==> src/rtl/tick_timer_pkg.sv <==
package tick_timer_pkg;
  localparam int unsigned OFS_RELOAD = 0;
  localparam int unsigned OFS_COUNT  = 4;
  localparam int unsigned OFS_CTRL   = 8;
  localparam int unsigned OFS_STATUS = 12;

  localparam int unsigned BIT_RUN   = 0;
  localparam int unsigned BIT_AUTO  = 1;
  localparam int unsigned BIT_IRQEN = 2;
  localparam int unsigned PRE_LSB   = 8;

  typedef struct packed {
    logic irq_en;
    logic auto_rl;
    logic run;
  } mode_t;
endpackage

==> src/rtl/tick_prescaler.sv <==
module tick_prescaler #(
  parameter int PRE_W = 8
) (
  input  logic             clk,
  input  logic             rst,
  input  logic             run,
  input  logic             restart,
  input  logic [PRE_W-1:0] div,
  output logic             tick
);
  logic [PRE_W-1:0] pcnt;

  assign tick = run && (pcnt >= div);

  always_ff @(posedge clk) begin
    if (rst || restart || !run) pcnt <= '0;
    else if (pcnt >= div)       pcnt <= '0;
    else                        pcnt <= pcnt + 1'b1;
  end

  // with a divisor above zero, two ticks never fall on adjacent clocks
  a_r5_tick_spacing: assert property (@(posedge clk) disable iff (rst)
    (tick && div != '0 && !restart) |=> (!tick || div != $past(div)));
endmodule

==> src/rtl/tick_downcount.sv <==
module tick_downcount #(
  parameter int CNT_W = 32
) (
  input  logic             clk,
  input  logic             rst,
  input  logic             load_wr,
  input  logic [CNT_W-1:0] load_val,
  input  logic             tick,
  input  logic             auto_rl,
  input  logic [CNT_W-1:0] reload,
  output logic [CNT_W-1:0] count,
  output logic             hit
);
  localparam logic [CNT_W-1:0] ONE = CNT_W'(1);

  assign hit = tick && !load_wr && (count == ONE);

  always_ff @(posedge clk) begin
    if (rst)                 count <= '0;
    else if (load_wr)        count <= load_val;
    else if (tick) begin
      if (count != '0)       count <= count - ONE;
      else if (auto_rl)      count <= reload;
    end
  end

  // a reload write lands in the live count on the next clock
  a_r3_load_count: assert property (@(posedge clk) disable iff (rst)
    load_wr |=> (count == $past(load_val)));
  // no tick and no load means the count holds
  a_r4_hold: assert property (@(posedge clk) disable iff (rst)
    (!tick && !load_wr) |=> $stable(count));
  // one-shot mode parks at zero
  a_r6_park_zero: assert property (@(posedge clk) disable iff (rst)
    (count == '0 && !auto_rl && !load_wr) |=> (count == '0));
  // a step taken at zero in periodic mode reloads
  a_r7_reload: assert property (@(posedge clk) disable iff (rst)
    (tick && count == '0 && auto_rl && !load_wr) |=> (count == $past(reload)));
endmodule

==> src/rtl/tick_regs.sv <==
module tick_regs
  import tick_timer_pkg::*;
#(
  parameter int ADDR_W = 8,
  parameter int DATA_W = 32,
  parameter int PRE_W  = 8
) (
  input  logic              clk,
  input  logic              rst,
  input  logic [ADDR_W-1:0] addr,
  input  logic              wr_en,
  input  logic [DATA_W-1:0] wdata,
  input  logic              rd_en,
  input  logic              hit,
  input  logic [DATA_W-1:0] count,
  output logic              load_wr,
  output logic [DATA_W-1:0] reload,
  output logic              run,
  output logic              auto_rl,
  output logic [PRE_W-1:0]  div,
  output logic              irq,
  output logic [DATA_W-1:0] rdata
);
  localparam logic [ADDR_W-1:0] A_RELOAD = ADDR_W'(OFS_RELOAD);
  localparam logic [ADDR_W-1:0] A_COUNT  = ADDR_W'(OFS_COUNT);
  localparam logic [ADDR_W-1:0] A_CTRL   = ADDR_W'(OFS_CTRL);
  localparam logic [ADDR_W-1:0] A_STATUS = ADDR_W'(OFS_STATUS);

  mode_t             mode_q, mode_d;
  logic              flag_q, flag_d;
  logic              ctrl_wr, stat_clr, known;
  logic [DATA_W-1:0] ctrl_view, rd_mux;

  always_comb begin
    load_wr  = wr_en && (addr == A_RELOAD);
    ctrl_wr  = wr_en && (addr == A_CTRL);
    stat_clr = wr_en && (addr == A_STATUS) && wdata[0];
    mode_d   = mode_q;
    if (ctrl_wr) begin
      mode_d.run     = wdata[BIT_RUN];
      mode_d.auto_rl = wdata[BIT_AUTO];
      mode_d.irq_en  = wdata[BIT_IRQEN];
    end
    flag_d = hit | (flag_q & ~stat_clr);
  end

  always_comb begin
    ctrl_view                     = '0;
    ctrl_view[BIT_RUN]            = mode_q.run;
    ctrl_view[BIT_AUTO]           = mode_q.auto_rl;
    ctrl_view[BIT_IRQEN]          = mode_q.irq_en;
    ctrl_view[PRE_LSB +: PRE_W]   = div;
    known  = 1'b1;
    rd_mux = '0;
    case (addr)
      A_RELOAD: rd_mux = reload;
      A_COUNT:  rd_mux = count;
      A_CTRL:   rd_mux = ctrl_view;
      A_STATUS: rd_mux = DATA_W'(flag_q);
      default:  known  = 1'b0;
    endcase
  end

  always_ff @(posedge clk) begin
    if (rst) begin
      reload <= '0;
      mode_q <= '0;
      div    <= '0;
      flag_q <= 1'b0;
      irq    <= 1'b0;
      rdata  <= '0;
    end else begin
      if (load_wr) reload <= wdata;
      if (ctrl_wr) div    <= wdata[PRE_LSB +: PRE_W];
      mode_q <= mode_d;
      flag_q <= flag_d;
      irq    <= flag_d & mode_d.irq_en;
      rdata  <= rd_en ? rd_mux : '0;
    end
  end

  assign run     = mode_q.run;
  assign auto_rl = mode_q.auto_rl;

  // unmapped offsets read as zero
  a_r2_unmapped: assert property (@(posedge clk) disable iff (rst)
    (rd_en && !known) |=> (rdata == '0));
  // an event always leaves the flag set
  a_r8_event_sets: assert property (@(posedge clk) disable iff (rst)
    hit |=> flag_q);
  // a write-one clear without an event drops the flag
  a_r8_clear: assert property (@(posedge clk) disable iff (rst)
    (stat_clr && !hit) |=> !flag_q);
  // interrupt line tracks flag gated by enable
  a_r9_irq_gate: assert property (@(posedge clk) disable iff (rst)
    irq == (flag_q && mode_q.irq_en));
endmodule

==> src/rtl/tick_timer.sv <==
module tick_timer
  import tick_timer_pkg::*;
#(
  parameter int ADDR_W = 8,
  parameter int DATA_W = 32,
  parameter int PRE_W  = 8
) (
  input  logic              clk,
  input  logic              rst,
  input  logic [ADDR_W-1:0] bus_addr,
  input  logic              bus_wr,
  input  logic [DATA_W-1:0] bus_wdata,
  input  logic              bus_rd,
  output logic [DATA_W-1:0] bus_rdata,
  output logic              irq
);
  logic              load_wr, run, auto_rl, tick, hit;
  logic [DATA_W-1:0] reload, count;
  logic [PRE_W-1:0]  div;

  tick_regs #(.ADDR_W(ADDR_W), .DATA_W(DATA_W), .PRE_W(PRE_W)) u_regs (
    .clk(clk), .rst(rst), .addr(bus_addr), .wr_en(bus_wr), .wdata(bus_wdata),
    .rd_en(bus_rd), .hit(hit), .count(count), .load_wr(load_wr),
    .reload(reload), .run(run), .auto_rl(auto_rl), .div(div),
    .irq(irq), .rdata(bus_rdata)
  );

  tick_prescaler #(.PRE_W(PRE_W)) u_pre (
    .clk(clk), .rst(rst), .run(run), .restart(load_wr), .div(div), .tick(tick)
  );

  tick_downcount #(.CNT_W(DATA_W)) u_cnt (
    .clk(clk), .rst(rst), .load_wr(load_wr), .load_val(bus_wdata),
    .tick(tick), .auto_rl(auto_rl), .reload(reload), .count(count), .hit(hit)
  );
endmodule

==> config.mk <==
export PLATFORM = sky130hd
export DESIGN_NAME = tick_timer
export DESIGN_NICKNAME = d
export VERILOG_FILES = /design/src/rtl/tick_timer_pkg.sv /design/src/rtl/tick_prescaler.sv /design/src/rtl/tick_downcount.sv /design/src/rtl/tick_regs.sv /design/src/rtl/tick_timer.sv
export SDC_FILE = /design/constraint.sdc
export NUM_CORES = 1
export LEC_CHECK = 0
export BUFFER_PORTS_ARGS = -buffer_cell sky130_fd_sc_hd__buf_4
export CAP_MARGIN = 40
export CORE_ASPECT_RATIO = 1.2
export CORE_MARGIN = 4
export CORE_UTILIZATION = 60
export CTS_CLUSTER_DIAMETER = 30
export DETAILED_ROUTE_END_ITERATION = 8
export GPL_TIMING_DRIVEN = 0
export PLACE_DENSITY = 0.82
export SLEW_MARGIN = 20
export SYNTH_ARGS = -nofsm -noshare
export SYNTH_HDL_FRONTEND = slang
export SYNTH_HIERARCHICAL = 1
export SYNTH_SLANG_ARGS = --single-unit
==> constraint.sdc <==
create_clock -name clk -period 9.85 [get_ports clk]
set_clock_uncertainty 0.2 [all_clocks]
set_input_delay 1.97 -clock clk [delete_from_list [all_inputs] [get_ports clk]]
set_output_delay 1.97 -clock clk [all_outputs]
set_load 0.02 [all_outputs]
* Word-level counts from Yosys, hierarchy flattened *
Cells that the tools add are included.

operators by class
  $add $sub $neg = 2
  magnitude comparators = 1
  equality and inequality tests = 4
  muxes and demuxes = 6
  bitwise operators = 5
  reductions and logical operators = 18

operators by type and width
  operator                                                              count
  32-bit 2-to-1 mux                                                     4
  32-bit case mux with 4 select lines                                   1
  32-bit by 1-bit == test with 1-bit output, second input constant      1
  32-bit nonzero test                                                   1
  32-bit by 1-bit subtractor with 32-bit output, second input constant  1
  8-bit by 4-bit == test with 1-bit output, second input constant       2
  8-bit by 1-bit adder with 8-bit output, second input constant         1
  8-bit by 3-bit == test with 1-bit output, second input constant       1
  8-bit greater-or-equal comparator                                     1
  8-bit logical NOT                                                     1
  1-bit logical AND                                                     7
  2-bit OR reduction                                                    2
  3-bit 2-to-1 mux                                                      1
  3-bit nonzero test                                                    1
  1-bit bitwise AND                                                     2
  1-bit logical NOT                                                     2
  1-bit logical OR                                                      2
  1-bit NOT                                                             2
  2-bit AND reduction                                                   1
  2-bit nonzero test                                                    1
  1-bit bitwise OR                                                      1

storage, ports and cells
  register bits after elaboration = 117
  logic and storage cells = 46

* Logic depth before layout (Yosys ltp) *
Gate-level depths: netlist of the first run.

  depth after elaboration = 7
  depth in mapped cells = 14
  gate-level depth less buffers = 12

* Cells and area by module *
Netlist of the first run, hierarchy kept.

by module, submodules not included
  module          instances  cells an instance  area each (sq um)
  tick_regs       1          378                3611.0
  tick_downcount  1          322                2408.6
  tick_prescaler  1          60                 526.8

* Least setup slack after synthesis of the first run *
No wires, ideal clock.

  kind = input to register
  from = input bus_addr[3]
  to = register u_cnt.count[29]
  library setup time = 0.131 ns
  data arrival time = 4.241 ns
  required time = 9.519 ns
  path slack = 5.278 ns
  stages = 12
  buffers on the path = 5
  path through = buf_6 > or4_1 > buf_2 > buf_6 > nor3_1 > nor2b_1 > clkbuf_1 > nand2b_1 > clkbuf_1 > o32ai_1 > a21oi_1 > o31ai_1

between the ends
  longest elaborated chain between the ends = 4
  elaborated cells between the ends (all ways) = 6
  those cells by class = 1 x mux; 5 x reduce/logical

RTL lines
  element                                                                    line                  source
  start, declared                                                            tick_timer.sv:10      input logic [ADDR_W-1:0] bus_addr,
  8-bit logical NOT (*)                                                      tick_regs.sv:35       load_wr = wr_en && (addr == A_RELOAD);
  1-bit logical AND (*)                                                      tick_regs.sv:35
  named net load_wr                                                          tick_timer.sv:17      logic load_wr, run, auto_rl, tick, hit;
  3-bit nonzero test (no source line) or 2-bit nonzero test (tied branches)  n/a
  2-bit AND reduction (no source line)                                       n/a
  end signal, assigned                                                       tick_downcount.sv:20  else if (load_wr) count <= load_val;
  end signal, assigned                                                       tick_downcount.sv:22  if (count != '0) count <= count - ONE;
  end signal, assigned                                                       tick_downcount.sv:23  else if (auto_rl) count <= reload;
  end, declared                                                              tick_downcount.sv:11  output logic [CNT_W-1:0] count,

Mark *: on every way through the listed nets, which the timed path passes. The rest lies on a longest branch.
A chain may end at the register's enable or synchronous reset.

* Final worst setup path of the first run *
  from = input bus_wr
  to = register u_cnt.count[3]

between the ends
  longest elaborated chain between the ends = 3
  elaborated cells between the ends (all ways) = 5
  those cells by class = 1 x mux; 4 x reduce/logical

RTL lines
  element                                                                    line              source
  start, declared                                                            tick_timer.sv:11  input logic bus_wr,
  1-bit logical AND (*)                                                      tick_regs.sv:35
  named net load_wr                                                          tick_timer.sv:17
  3-bit nonzero test (no source line) or 2-bit nonzero test (tied branches)  n/a
  2-bit AND reduction (no source line)                                       n/a

Marked as above.

==> run summary, run 1 <==
fraction of registers with async set/reset: 0%
Layout Nets: 909
syn nets: 815
multi-input logic area: 3690 sq um
I/O pin total: 77
Final Hold Fails: 0
# H-tree levels: 4
final period utilization: 54.0%
Critical Path, Cell by Cell: buf_2, clkinv_1, buf_1, nor3_2, clkbuf_1, clkbuf_1, nand2_1, a311oi_1
Critical Path End Type: flop
dpl cell area: 7260 sq um
Cell Pwr Density: 144 nW/um^2
EDFF count, synth: 0
Initial Utilization: 61.9%
Worst Hold End: u_regs/reload[13]
crit path max fanout: 10
Power Total: 1.12 mW
top-count cell post-synth: dfxtp_1
Worst R2R Start: u_regs/div[2]
Least-Margin Pin Slew: 0.934 ns
setup repair after global routing missed its margin: no
Peak Freq: 188 MHz
Max Slew Vio Count: 0
Layout area overhead: 18.8%
Buffers & Inverters on Critical Path: 5
CTS Buffer Depth: 2
Antenna diodes: 0
CTS hold repair buffers: 0
Reg clk slew, reported paths: 0.05 ns
post-synthesis cell count: 760
Synth Flop Type: dfxtp_1
CTS resizes: 0
post-route setup TNS: 0 ns
CTS sink cnt: 117
final worst setup slack: 4.53 ns
initial antenna violation count: 0
WHS Path Cells: 2
post-synthesis sequential area ratio: 35.8%
Die Ht: 122 um
Root Buffer: clkbuf_16
R2R Path End: u_cnt/count[26]
fin area: 7770 sq um
DRC errors left: 0
first-pass GRT wire length: 36.9 mm
critical path's slowest cell: nor3_2
delay-heaviest family, CP: buffers and inverters
All-Layer GR Usage: 39.0%
vias per cell: 7.28
wire per inst: 24.9 um
Tmin final: 5.32 ns
top cells by area, synth: dfxtp_1, o31ai_2, a21oi_1, nand4_1, nor2_1
core footprint: 10600 sq um
Hold Startpoint: u_regs/reload[13]
DRT Wirelength: 24.7 mm
Detailed Route Iter0 Violations: 1040
CP most frequent cell: clkbuf_1
GRT overflow: 0
critical path launch point type: primary input
R2R depth: 15
leak pwr: 2.86 nW
status: complete, no violations
vias: 7219
R2R setup slack: 6.04 ns
Yosys reg bits: 117
Clock Latency Late Sink: 0.42 ns
Post-DRT Antenna Nets: 0
number of filler cells placed in the layout: 807
Post-CTS Setup Inserts: 0
TritonCTS clock tree: built
FF/Latch Area: 2340 sq um
Synth cell types: 70
Hold WC Path Type: flop to flop
port bufs: 73
CTS buffer count: 17
First-pass DRT Iterations: 6
top cell type's share of synthesized area: 35.8%
vias in the first global route: 6813
Final HPWL DP: 17.7 mm
layout cells sized above 1: 22.4%
Avg Inst Size Synth: 8.61 sq um
pre-CTS WS: 4.40 ns
setup violators final: 0
Max Cap Viol: 0
crit-path max cell delay: 0.78 ns
critical path arrival: 5.42 ns
Yosys top cell by area: dfxtp_1
critical path class: primary input to flop
Critical Path RT: 9.96 ns
Die ar.: 12700 sq um
num rows: 41
Syn. warnings: 6
global placement routability congestion: 1.02
synthesized area: 6550 sq um
Max IR drop VDD: 0.000124 V
list of most frequent post-synthesis cells: dfxtp_1, a21oi_1, nand4_1
die width: 103 um
slew margin rel.: 37.3%
pin count of the biggest net entering global routing: 17
## metrics by stage
step / std cells / util, % / hold WS [ns]
6_report: 991 / 73.6 / 0.291
5_1_grt: 991 / 73.6 / 0.312
4_1_cts: 989 / 73.5 / 0.290
3_5_place_dp: 962 / 68.7 / 0.282
3_3_place_gp: 962 / 68.7 / 0.254
2_1_floorplan: 760 / - / 0.230
## tightest hold or removal path: stages, from the launching register on
cell     delay [ns]
dfxtp_1        0.32
o31ai_2        0.06
a21oi_1        0.06
## cell type report
type / count / share of cell area [%]
tap: 129 / 2.08
buffer: 81 / 5.55
inverter: 23 / 1.11
multi-input combinational: 539 / 47.5
sequential: 117 / 30.1
timing repair buffer: 75 / 7.18
clock inverter: 6 / 0.418
clock buffer: 21 / 6.05
## registers in the layout, summed over array words and instances, names as in the netlist
signal and flops:
u_cnt/count 32, u_regs/rdata 32, u_regs/reload 32, u_pre/pcnt 8, u_regs/div 8, u_regs/auto_rl 1, u_regs/ctrl_view 1, u_regs/flag_q 1
u_regs/irq 1, u_regs/run 1
## cells in the final DEF, fill, tap and decap left out, types with 6 or more instances in the layout
master / instances
a211oi_1: 6
a21oi_1: 92
a221o_1: 6
a2bb2oi_1: 11
buf_2: 13
buf_4: 83
buf_6: 10
clkbuf_1: 46
clkbuf_16: 17
dfxtp_1: 117
ha_1: 11
inv_1: 22
mux2i_1: 15
nand2_1: 30
nand3_1: 34
nand4_1: 71
nor2_1: 53
nor2b_1: 6
nor3_1: 21
nor4_1: 10
o21ai_0: 13
o31ai_1: 11
o31ai_2: 40
or3_1: 6
or4_1: 9
xnor2_1: 11
xor2_1: 9
## worst max path at each step
stage / start / endpoint / slack [ns] / cells after the start
2_1_floorplan: bus_addr[3] / u_cnt/count[29] / 5.28 / 12
3_3_place_gp: bus_addr[1] / u_cnt/count[7] / 3.98 / 9
3_5_place_dp: bus_addr[1] / u_cnt/count[3] / 4.40 / 9
4_1_cts: bus_addr[1] / u_cnt/count[3] / 4.80 / 9
5_1_grt: bus_wr / u_cnt/count[3] / 4.53 / 8
6_report: bus_wr / u_cnt/count[3] / 4.53 / 8
## per-layer routing
layer,vias to the layer above,share of wire [%],global-route usage [%]
met4,0,8.6,28.6
met3,185,12,8.36
met2,636,46,62.6
met5,-,0,0
met1,3337,34,45.0
li1,3061,-,-
## logic make-up (layout without fill, tap and decap cells)
family / after synthesis / in the layout / share of synthesized area [%]
XOR/XNOR: 20 / 20 / 2.68
AO/OA/AOI/OAI: 220 / 220 / 25.7
flip-flops: 117 / 117 / 35.8
AND/OR/NAND/NOR: 271 / 271 / 23.0
multiplexers: 17 / 17 / 2.81
adder cells (fa/ha/maj): 11 / 11 / 2.10
buffers and inverters: 104 / 206 / 7.91
## report_power, final
part	internal, mW	total [mW]	leakage, nW	switching, mW
sequential	0.475	0.476	0.942	0.00122
combinational	0.0334	0.103	1.67	0.0695
clock	0.331	0.537	0.252	0.206
total	0.839	1.12	2.86	0.277
No activity file was read; power rests on OpenSTA's default activity.
==> inputs of run 2 (changes only) <==
CORE_UTILIZATION = 59   (was 60)
PLACE_DENSITY = 0.81   (was 0.82)
clock period = 5.04 ns   (was 9.85 ns; I/O delays follow)
==> run summary, run 2 (synthesis results as in run 1) <==
most common cell after layout, fill and taps aside: dfxtp_1
slew margin rel.: 39.0%
setup violators final: 0
Tmin final: 4.22 ns
global placement routability congestion: 1.02
critical path arrival: 4.33 ns
CP Launch Point: bus_wr
GRT overflow: 0
CTS sink cnt: 117
Reg clk slew, reported paths: 0.06 ns
Layout area overhead: 20.8%
Root Buffer: clkbuf_16
final worst setup slack: 0.817 ns
vias in the first global route: 6921
Post-CTS Setup Inserts: 0
CTS resizes: 0
Initial Utilization: 61.4%
status: complete, no violations
port bufs: 73
Final HPWL DP: 17.8 mm
setup repair after global routing missed its margin: no
Cell Pwr Density: 307 nW/um^2
fin area: 7910 sq um
fin cells: 996
Final Hold Fails: 0
I/O pin total: 77
hold slack: 0.280 ns
first-pass GRT wire length: 38.1 mm
die width: 104 um
Clock Latency Late Sink: 0.42 ns
Max IR drop VDD: 0.000198 V
most frequent cells in the layout: dfxtp_1, a21oi_1, buf_4
Least-Margin Pin Slew: 0.906 ns
crit path max fanout: 10
Die Ht: 123 um
Layout Nets: 909
Detailed Route Iter0 Violations: 1095
num rows: 41
vias: 7104
Layout Utilization: 74.1%
Max Cap Viol: 0
Max Slew Vio Count: 0
Hold WC Path Type: flop to flop
CTS hold repair buffers: 0
CTS buffer count: 17
Antenna diodes: 0
Power Total: 2.42 mW
Peak Freq: 237 MHz
TritonCTS clock tree: built
DRC errors left: 0
crit path to: u_cnt/count[0]
pin count of the biggest net entering global routing: 17
final period utilization: 83.8%
Post-DRT Antenna Nets: 0
First-pass DRT Iterations: 8
layout cells sized above 1: 22.8%
critical path class: primary input to flop
# H-tree levels: 4
R2R depth: 13
leak pwr: 2.91 nW
core footprint: 10700 sq um
All-Layer GR Usage: 38.8%
DRT Wirelength: 24.7 mm
CTS Buffer Depth: 2
vias per cell: 7.13
R2R Path End: u_cnt/count[0]
dpl cell area: 7270 sq um
initial antenna violation count: 0
critical path launch point type: primary input
Critical Path RT: 5.14 ns
post-placement cell count: 964
R2R setup slack: 1.35 ns
wire per inst: 24.8 um
Largest regs: u_cnt/count x32, u_regs/rdata x32, u_regs/reload x32
Die ar.: 12900 sq um
Worst R2R Start: u_regs/div[1]
pre-CTS WS: 0.577 ns
post-route setup TNS: 0 ns
Critical Path End Type: flop
[run 2: cell count changes in the layout (fill, tap and decap cells not counted), sizes merged]
| cell | delta |
|---|---|
| bufinv | +4 |
| clkbuf | -2 |
| buf | +1 |
| clkinv | -1 |
| clkinvlp | +3 |
[run 2: layout make-up]
type                       instances  area (sq um)
clock buffer                      20           457
buffer                            81           432
tap                              129           161
timing repair buffer              75           561
fill                             804          2760
inverter                          23          86.3
clock inverter                    12           178
sequential                       117          2340
multi-input combinational        539          3690
[run 2: worst min-delay path by stage]
stage | from | endpoint | slack, ns | cells after the start
3_5_place_dp | u_pre/pcnt[0] | u_pre/pcnt[0] | 0.25 | 1
6_report | u_pre/pcnt[0] | u_pre/pcnt[0] | 0.28 | 1
4_1_cts | u_pre/pcnt[0] | u_pre/pcnt[0] | 0.28 | 1
3_3_place_gp | u_pre/pcnt[0] | u_pre/pcnt[0] | 0.24 | 1
5_1_grt | u_pre/pcnt[0] | u_pre/pcnt[0] | 0.30 | 1
2_1_floorplan | u_pre/pcnt[0] | u_pre/pcnt[0] | 0.23 | 1
[run 2: critical path, cell delays in order]
cell and delay, ns:
buf_2 0.22, clkinv_1 0.41, buf_1 0.43, nor3_2 0.52
buf_4 0.27, nor2b_1 0.06, clkbuf_1 0.22, nand2b_1 0.15
clkbuf_1 0.57, a21oi_1 0.13, a221o_1 0.32
[run 2: where the power goes]
| part | leakage, nW | internal, mW | switching (mW) |
|---|---|---|---|
| Clock | 0.298 | 0.852 | 0.444 |
| Sequential | 0.942 | 0.927 | 0.00227 |
| Combinational | 1.67 | 0.0646 | 0.134 |
[run 2: metal layers]
layer	share of wire (%)	GRT usage [%]
met5	0	0
met3	11	7.00
met4	8.8	31.6
met1	34	43.9
met2	46	64.8
==> inputs of run 3 (changes only) <==
ABC_AREA = 1   (was not set)
CORE_UTILIZATION = 53   (was 59)
PLACE_DENSITY = 0.76   (was 0.81)
clock period = 3.6 ns   (was 5.04 ns; I/O delays follow)
==> run summary, run 3 <==
status: complete, no violations
Max Cap Viol: 0
Syn. warnings: 6
Yosys top cell by area: dfxtp_1
WHS Path Cells: 2
setup violators final: 0
global placement routability congestion: 1.01
die width: 109 um
I/O pin total: 77
setup repair after global routing missed its margin: no
Critical Path End Type: flop
most frequent cells in the layout: nand2_1, nor2_1, dfxtp_1
Synth cell types: 35
Clock Latency Late Sink: 0.41 ns
Largest regs: u_cnt/count x32, u_regs/rdata x32, u_regs/reload x32
slew margin rel.: 49.8%
Die Ht: 130 um
fraction of registers with async set/reset: 0%
Final Hold Fails: 0
All-Layer GR Usage: 31.6%
Peak Freq: 296 MHz
R2R depth: 17
Post-CTS Setup Inserts: 0
first-pass GRT wire length: 33.6 mm
Cell Pwr Density: 383 nW/um^2
GRT overflow: 0
post-synthesis sequential area ratio: 35.9%
synthesized area: 6530 sq um
post-synthesis cell count: 1003
Max Slew Vio Count: 0
port bufs: 76
Antenna diodes: 0
number of filler cells placed in the layout: 1140
list of most frequent post-synthesis cells: nand2_1, nor2_1, dfxtp_1
pre-CTS WS: -0.454 ns
Root Buffer: clkbuf_16
Tmin final: 3.38 ns
Least-Margin Pin Slew: 0.754 ns
top-count cell post-synth: nand2_1
Die ar.: 14200 sq um
vias in the first global route: 6436
Layout area overhead: 20.4%
First-pass DRT Iterations: 5
core footprint: 12100 sq um
DRC errors left: 0
Avg Inst Size Synth: 6.51 sq um
Reg clk slew, reported paths: 0.05 ns
TritonCTS clock tree: built
leak pwr: 3.72 nW
EDFF count, synth: 0
Final HPWL DP: 16.0 mm
post-placement cell count: 1240
CTS Buffer Depth: 2
final period utilization: 93.9%
CTS sink cnt: 117
CTS buffer count: 17
Critical Path RT: 3.70 ns
Post-DRT Antenna Nets: 0
syn nets: 1058
vias: 6812
layout cells sized above 1: 16.2%
wire per inst: 16.9 um
initial antenna violation count: 0
top cell type's share of synthesized area: 35.9%
DRT Wirelength: 21.5 mm
Initial Utilization: 54.2%
Synth Flop Type: dfxtp_1
num rows: 44
critical path arrival: 3.48 ns
Detailed Route Iter0 Violations: 525
critical path class: primary input to flop
final worst setup slack: 0.221 ns
Hold WC Path Type: flop to flop
fin cells: 1271
most common cell after layout, fill and taps aside: nand2_1
pin count of the biggest net entering global routing: 17
Layout Nets: 1153
top cells by area, synth: dfxtp_1, nand2_1, nor2_1, nand3_1, inv_1
vias per cell: 5.36
critical path launch point type: primary input
# H-tree levels: 4
Max IR drop VDD: 0.000254 V
crit path max fanout: 12
Yosys reg bits: 117
-- run 3: changes by cell type after synthesis, moves of 15 or more --
| cell | before | now |
|---|---|---|
| nor2_1 | 53 | 202 |
| o21ai_1 | 1 | 44 |
| clkbuf_1 | 45 | 14 |
| inv_1 | 22 | 103 |
| nand3_1 | 34 | 98 |
| mux2i_1 | 15 | 0 |
| nor3_1 | 22 | 0 |
| a21oi_1 | 92 | 62 |
| nand2_1 | 30 | 211 |
| o31ai_2 | 40 | 0 |
| nand4_1 | 71 | 7 |
-- run 3: cell type report --
class	count	area [sq um]	share of cell area, %
Buffer	49	300	3.82
Timing Repair Buffer	76	571	7.26
Tap cell	161	201	2.56
Sequential cell	117	2340	29.8
Inverter	109	414	5.27
Clock buffer	28	507	6.45
Clock inverter	3	42.5	0.541
Multi-Input combinational cell	728	3480	44.3
-- run 3: worst paths after layout --
check / startpoint / endpoint / slack (ns)
min: u_regs/reload[29] / u_regs/rdata[29] / 0.27
max reg2reg: u_regs/div[7] / u_cnt/count[30] / 0.94
min reg2reg: u_regs/reload[29] / u_regs/rdata[29] / 0.27
max: bus_addr[7] / u_regs/irq / 0.22
-- run 3: stage by stage --
| step | util [%] | setup TNS (ns) | hold slack (ns) | total power, mW | cell area [sq um] |
|---|---|---|---|---|---|
| final | 65.2 | 0 | 0.275 | 3.01 | 7860 |
| after CTS | 65.2 | 0 | 0.277 | 3.02 | 7860 |
| after global routing | 65.2 | 0 | 0.288 | 3.10 | 7860 |
| after global placement | 60.6 | -1.75 | 0.258 | 1.45 | 7300 |
| after detailed placement | 60.6 | -1.80 | 0.269 | 1.45 | 7300 |
| after floorplan | - | 0 | 0.240 | 1.38 | 6530 |
-- run 3: routing by layer --
layer	global-route usage, %	routed length [um]	up-vias
met5	0	0	-
met4	18.8	1190	0
met3	6.58	1420	74
met2	54.1	10700	277
met1	35.9	8260	3088
li1	-	-	3373
-- run 3: power breakdown --
part / internal, mW / leakage (nW) / switching (mW)
logic: 0.0518 / 2.51 / 0.0769
clock network: 1.02 / 0.265 / 0.561
registers: 1.30 / 0.942 / 0.00130
-- run 3: worst max-delay path, stage by stage --
cell	delay [ns]
buf_4	0.11
nor2_1	0.12
nand2_2	0.13
nor2_4	0.21
nand2_2	0.20
clkinv_4	0.14
buf_6	0.17
clkbuf_1	0.56
inv_1	0.31
clkbuf_2	0.30
nand4_1	0.17
nor4_2	0.09
a21oi_1	0.17
nor2_1	0.06
-- run 3: cell families (layout without fill, tap and decap cells) --
group                    Yosys count  in the layout  share of synthesized area [%]
AO/OA/AOI/OAI                    141            141                           11.3
XOR/XNOR                          15             15                           2.01
adder cells (fa/ha/maj)           11             11                           2.11
buffers and inverters            158            265                           10.9
flip-flops                       117            117                           35.9
AND/OR/NAND/NOR                  561            561                           37.7
-- run 3: what timing repair did --
item / CTS / global route
gates resized for setup: 1 / 2
hold buffers: 0 / 0
gates cloned: 0 / 0
endpoints found under the setup margin: 2 / 2
